$ cat src/rtl/pmul_pkg.sv
package pmul_pkg;
   typedef enum logic [1:0] {
      MODE_LO  = 2'b00,
      MODE_HI  = 2'b01,
      MODE_MAC = 2'b10,
      MODE_RSV = 2'b11
   } pm_mode_e;
endpackage

$ cat src/rtl/pmul_lane.sv
module pmul_lane #(
   parameter int W = 16
) (
   input  logic           clk,
   input  logic           rst_n,
   input  logic           en,
   input  logic [W-1:0]   a,
   input  logic [W-1:0]   b,
   output logic [2*W-1:0] prod
);
   localparam int PW = 2 * W;

   if (W < 2) begin : g_bad_w
      $error("pmul_lane: W must be at least 2");
   end

   logic [PW-1:0] ax, bx, p_c;

   always_comb begin
      ax  = {{W{a[W-1]}}, a};
      bx  = {{W{b[W-1]}}, b};
      p_c = ax * bx;
   end

   always_ff @(posedge clk) begin
      if (!rst_n)  prod <= '0;
      else if (en) prod <= p_c;
   end
endmodule

$ cat src/rtl/pmul_select.sv
module pmul_select #(
   parameter int W     = 16,
   parameter int LANES = 4,
   parameter bit MAC_EN = 1'b1
) (
   input  logic [1:0]           mode,
   input  logic [LANES*2*W-1:0] prods,
   output logic [LANES*W-1:0]   res
);
   import pmul_pkg::*;
   localparam int PW = 2 * W;
   localparam int DW = LANES * W;
   localparam int NP = LANES / 2;

   if (LANES % 2 != 0) begin : g_bad_lanes
      $error("pmul_select: LANES must be even");
   end

   logic [DW-1:0] lo_v, hi_v, mac_v;

   for (genvar i = 0; i < LANES; i++) begin : g_half
      assign lo_v[i*W +: W] = prods[i*PW     +: W];
      assign hi_v[i*W +: W] = prods[i*PW + W +: W];
   end

   if (MAC_EN) begin : g_mac
      for (genvar k = 0; k < NP; k++) begin : g_pair
         assign mac_v[k*PW +: PW] = prods[(2*k)*PW +: PW] + prods[(2*k+1)*PW +: PW];
      end
   end else begin : g_nomac
      assign mac_v = '0;
   end

   always_comb begin
      unique case (pm_mode_e'(mode))
         MODE_LO:  res = lo_v;
         MODE_HI:  res = hi_v;
         MODE_MAC: res = mac_v;
         default:  res = '0;
      endcase
   end
endmodule

$ cat src/rtl/pmul16x4.sv
module pmul16x4 #(
   parameter int LANE_W = 16,
   parameter int LANES  = 4
) (
   input  logic                    clk,
   input  logic                    rst_n,
   input  logic                    in_vld,
   input  logic [1:0]              in_mode,
   input  logic [LANE_W*LANES-1:0] in_a,
   input  logic [LANE_W*LANES-1:0] in_b,
   output logic                    out_vld,
   output logic [LANE_W*LANES-1:0] out_res
);
   import pmul_pkg::*;
   localparam int DW = LANE_W * LANES;
   localparam int PW = 2 * LANE_W;

   if (LANES < 2 || LANES % 2 != 0) begin : g_bad_cfg
      $error("pmul16x4: LANES must be even and at least 2");
   end

   logic          s1_vld;
   logic [1:0]    s1_mode;
   logic [LANES*PW-1:0] prods;
   logic [DW-1:0] sel_res;

   for (genvar i = 0; i < LANES; i++) begin : g_lane
      pmul_lane #(.W(LANE_W)) u_lane (
         .clk  (clk),
         .rst_n(rst_n),
         .en   (in_vld),
         .a    (in_a[i*LANE_W +: LANE_W]),
         .b    (in_b[i*LANE_W +: LANE_W]),
         .prod (prods[i*PW +: PW])
      );
   end

   always_ff @(posedge clk) begin
      if (!rst_n) begin
         s1_vld  <= 1'b0;
         s1_mode <= 2'b00;
      end else begin
         s1_vld  <= in_vld;
         if (in_vld) s1_mode <= in_mode;
      end
   end

   pmul_select #(.W(LANE_W), .LANES(LANES), .MAC_EN(1'b1)) u_sel (
      .mode (s1_mode),
      .prods(prods),
      .res  (sel_res)
   );

   always_ff @(posedge clk) begin
      if (!rst_n) begin
         out_vld <= 1'b0;
         out_res <= '0;
      end else begin
         out_vld <= s1_vld;
         if (s1_vld) out_res <= sel_res;
      end
   end


   vld_follow_chk: assert property (@(posedge clk) disable iff (!rst_n)
      s1_vld |=> out_vld);

   vld_quiet_chk: assert property (@(posedge clk) disable iff (!rst_n)
      !s1_vld |=> !out_vld);

   rsv_zero_chk: assert property (@(posedge clk) disable iff (!rst_n)
      (s1_vld && s1_mode == 2'b11) |=> (out_res == '0));

   hold_res_chk: assert property (@(posedge clk) disable iff (!rst_n)
      !s1_vld |=> $stable(out_res));

   lo_lane0_chk: assert property (@(posedge clk) disable iff (!rst_n)
      (s1_vld && s1_mode == 2'b00) |=> (out_res[LANE_W-1:0] == $past(prods[LANE_W-1:0])));
endmodule

$ cat config.mk
export PLATFORM = sky130hd
export DESIGN_NAME = pmul16x4
export DESIGN_NICKNAME = d
export VERILOG_FILES = /design/src/rtl/pmul_pkg.sv /design/src/rtl/pmul_lane.sv /design/src/rtl/pmul_select.sv /design/src/rtl/pmul16x4.sv
export SDC_FILE = /design/constraint.sdc
export NUM_CORES = 2
export LEC_CHECK = 0
export ABC_AREA = 1
export CORE_MARGIN = 5
export CORE_UTILIZATION = 39
export CTS_CLUSTER_DIAMETER = 40
export DETAILED_ROUTE_END_ITERATION = 7
export DONT_BUFFER_PORTS = 1
export PLACE_DENSITY_LB_ADDON = 0.3
export SLEW_MARGIN = 20
export SYNTH_ARGS = -nofsm -noshare
export SYNTH_HDL_FRONTEND = slang
export SYNTH_SLANG_ARGS = --single-unit
$ cat constraint.sdc
create_clock -name clk -period 10.5 [get_ports clk]
set_clock_uncertainty 0.1 [all_clocks]
set_input_delay 2.625 -clock clk [delete_from_list [all_inputs] [get_ports clk]]
set_output_delay 2.625 -clock clk [all_outputs]
set_load 0.02 [all_outputs]
==> key figures <==
Run status
  • Status: completed

GRT
  • Global-route wire length before repair: 260000 um
  • Initial antenna violation count: 10
  • Pin count of the biggest net entering global routing: between 100 and 150
  • Vias in the first global route: between 40000 and 50000
  • Total GRT Usage: 21.6%
  • Total gr overflow: 0

Timing
  • Setup TNS: 0 ns
  • Crit share post-route: between 70 and 80%
  • Final setup fails: 0
  • RSZ-0062 raised after global routing: false
  • Slew margin rel.: 30.8%
  • Max Fclk: 125 MHz
  • Crit path time final: 7.98 ns
  • Final Hold Fails: 0
  • Max-slew violations: 0
  • Slew @ Worst Pin: 1.03 ns

Clock tree
  • CTS Buffer Depth: 2
  • Clock root buffer: clkbuf_16
  • CTS Buf Count: 17
  • Clk sinks: 196
  • Post-CTS setup buffers: 0
  • Cts hold-fix bufs: 0
  • Htree depth: 4
  • CTS clk-pin slew, worst paths: 0.08 ns
  • TritonCTS clock tree: done
  • Clk_lat worst skew: 0.49 ns
  • Post-cts sizing count: 0

Drt
  • Routed wire length: 161000 um
  • Drt pass-1 iters: 6
  • Antenna Violating Nets Remaining: 0
  • Wire length per cell: 17.3 um
  • Vias: 45600
  • Post-route DRC violation count: 0
  • Vias/cell: about 4.9
  • Number of DRC markers in iteration 0: between 2000 and 3000

Setup path
  • Arrival time worst endpoint: 8.26 ns
  • Startpoint types: input port
  • Worst-path cell chain: nand2_1 -> inv_1 -> fa_1 -> fa_1 -> fa_1 -> fa_1 -> fa_1 -> inv_1 -> fa_1 -> inv_1 -> ha_1 -> nand2_1 -> nor2_1 -> inv_1 -> nor2_1 -> o21ai_0 -> nand4_1 -> nand3_1 -> nand2_1 -> inv_1
  • CP Max Fanout: 16
  • Worst reg2reg path startpoint: s1_mode[0]
  • WP data required: 10.78 ns
  • FF-to-FF setup slack: 7.46 ns
  • Setup CP Type: input port to flop
  • Worst reg2reg path depth: 8
  • Critical path endpoint category: flop
  • Delay of the slowest cell on the worst path: 0.91 ns
  • Top cell by count, worst path: fa_1
  • RR Endpoint: out_res[10]
  • Slowest-stage cell, CP: fa_1

Synth
  • Avg Synthesized Cell Area: 7.23 sq um
  • XOR/XNOR Fraction of Synth Area: under 10%
  • Number of enable flip-flop cells after synthesis: 0
  • Mux share of post-synthesis cell area: 0%
  • Async S/R FF share, synth: 0%
  • Synth Area in Compound Gates: 6.94%
  • Net Count, Synth: 9222
  • Synth Area in Adders: 46.8%
  • Mapped Cells: between 7000 and 8000
  • Synth Register Bits: 196
  • Synth unique cells: 54
  • Largest family of logic cells by synthesized area: adder cells
  • Synth warn: 0
  • Synth Flop Type: dfxtp_1
  • Seq/Total Area, Yosys: 7.10%
  • Post-synthesis simple-gate area fraction: between 20% and 30%
  • Mapped Area: approximately 55000 sq um

Die
  • Starting Density: around two fifths
  • IO Pins: between 150 and 200
  • Total Die Area: 149000 sq um
  • Core Box Area: around 140000 sq um
  • Number of core rows: 138
  • Die Width: 387 um
  • Chip height: 387 um

Place
  • Buffers added on ports: 0
  • Final HPWL DP: 135000 um
  • GP Congestion: 0.932

Min path
  • Hold path depth: 2
  • Worst min path class: flop to flop
  • Hold Path Sink: g_lane[3].u_lane.prod[4]
  • Hold path startpoint: g_lane[3].u_lane.prod[4]

Job
  • MaxCap Viol Count: 0

Finish
  • Share of layout cells above drive strength 1: 3.01%
  • Fill cells: 15000
  • Reg area: 3930 sq um
  • Multi-input gate area: 41900 sq um
  • Layout area overhead: 3.36%
  • Fin nets: 8941
## logic make-up after synthesis
| logic type | after synthesis |
|---|---|
| compound gates | 666 |
| xor+xnor | 94 |
| fa+ha+maj | 1440 |
| buf+inv | 2499 |
| flops | 196 |
| simple gates | 2754 |
## metrics by stage
step                utilization, %  setup slack (ns)  std cells  area [sq um]  hold slack, ns
global placement              40.0              1.98       9239         56500           0.397
global route                  40.4              2.31       9271         57100           0.434
floorplan                        -              2.51       7649         55300           0.347
detailed placement            40.0              2.06       9239         56500           0.399
finish                        40.5              2.52       9277         57100           0.415
CTS                           40.4              2.56       9271         57100           0.412
## layout make-up
cell class	instances	share of cell area, %
multi-input combinational	4954	73.4
inverter	2189	14.4
sequential	196	6.87
tap	1890	4.14
clock buffer	17	0.744
clock inverter	15	0.346
timing repair buffer	10	0.131
antenna	6	0.0263
## worst max path at each step
stage / start / to / slack (ns) / cells past startpoint
CTS: in_b[49] / g_lane[3].u_lane.prod[27] / 2.56 / 20
finish: in_b[49] / g_lane[3].u_lane.prod[27] / 2.52 / 20
floorplan: in_b[21] / g_lane[1].u_lane.prod[31] / 2.51 / 25
global placement: in_b[49] / g_lane[3].u_lane.prod[27] / 1.98 / 20
detailed placement: in_b[49] / g_lane[3].u_lane.prod[27] / 2.06 / 20
global route: in_b[49] / g_lane[3].u_lane.prod[27] / 2.31 / 20
## state kept, by name (all words and copies together) (netlist names)
name and cells:
out_res 64, s1_vld 1, s1_mode 2, g_lane.u_lane.prod 128
out_vld 1
## layout by cell type, fill, tap and decap left out, drive strengths merged, types with 2 or more instances in the layout
master  Yosys  layout
a22o        3       3
o22ai      14      14
inv      2186    2193
nand2    2031    2031
o21bai     32      32
o21a       10      10
a31o        6       6
nand4      74      74
clkbuf    282      17
a211oi      3       3
nor3       45      45
o21ai     204     204
a21boi      4       4
ha        390     390
clkinv      3      10
or2        37      37
dfxtp     196     196
nor4        2       2
and3        2       2
a31oi       7       7
fa       1050    1050
xnor2      41      41
diode       0       6
and2       12      12
nor2      281     281
nand3     269     269
a21o       14      14
o221ai      4       4
xor2       53      53
a21oi     327     327
buf        27      10
o211ai     38      38
## routing by layer
metal / vias to the layer above / global-route usage (%) / wire [um]
met5: - / 0 / 13
met4: 2 / 4.85 / 3610
met3: 169 / 3.88 / 10400
met2: 1147 / 36.7 / 77300
met1: 22700 / 28.8 / 69300
li1: 21600 / - / -
## Yosys cell counts, types with 14 or more instances
master    number  area [sq um]
nand2_1     1980          7430
fa_1        1050         21000
o21ai_0      171           856
nor3_1        31           155
o22ai_1       14          87.6
xnor2_1       41           359
a21oi_2       19           166
inv_1       2166          8130
nand4_1       74           463
clkbuf_1     278          1040
o21ai_1       22           110
o21bai_1      30           225
nor2_1       265           995
nand3_1      263          1320
nor2_2        16           100
xor2_1        53           464
ha_1         390          4880
inv_2         20          75.1
or2_2         28           175
a21o_1        14           105
dfxtp_1      196          3920
a21oi_1      304          1520
nand2_2       49           307
o211ai_1      36           270
## critical path, delay by kind of cell
family          cells  cell delay [ns]
simple gates        7             1.08
compound gates      1             0.20
fa+ha+maj           7             3.97
buf+inv             5             0.36
Power is left out: the tool's default activity adds up to more than one toggle a clock period on the data nets, which glitch-free logic cannot reach.
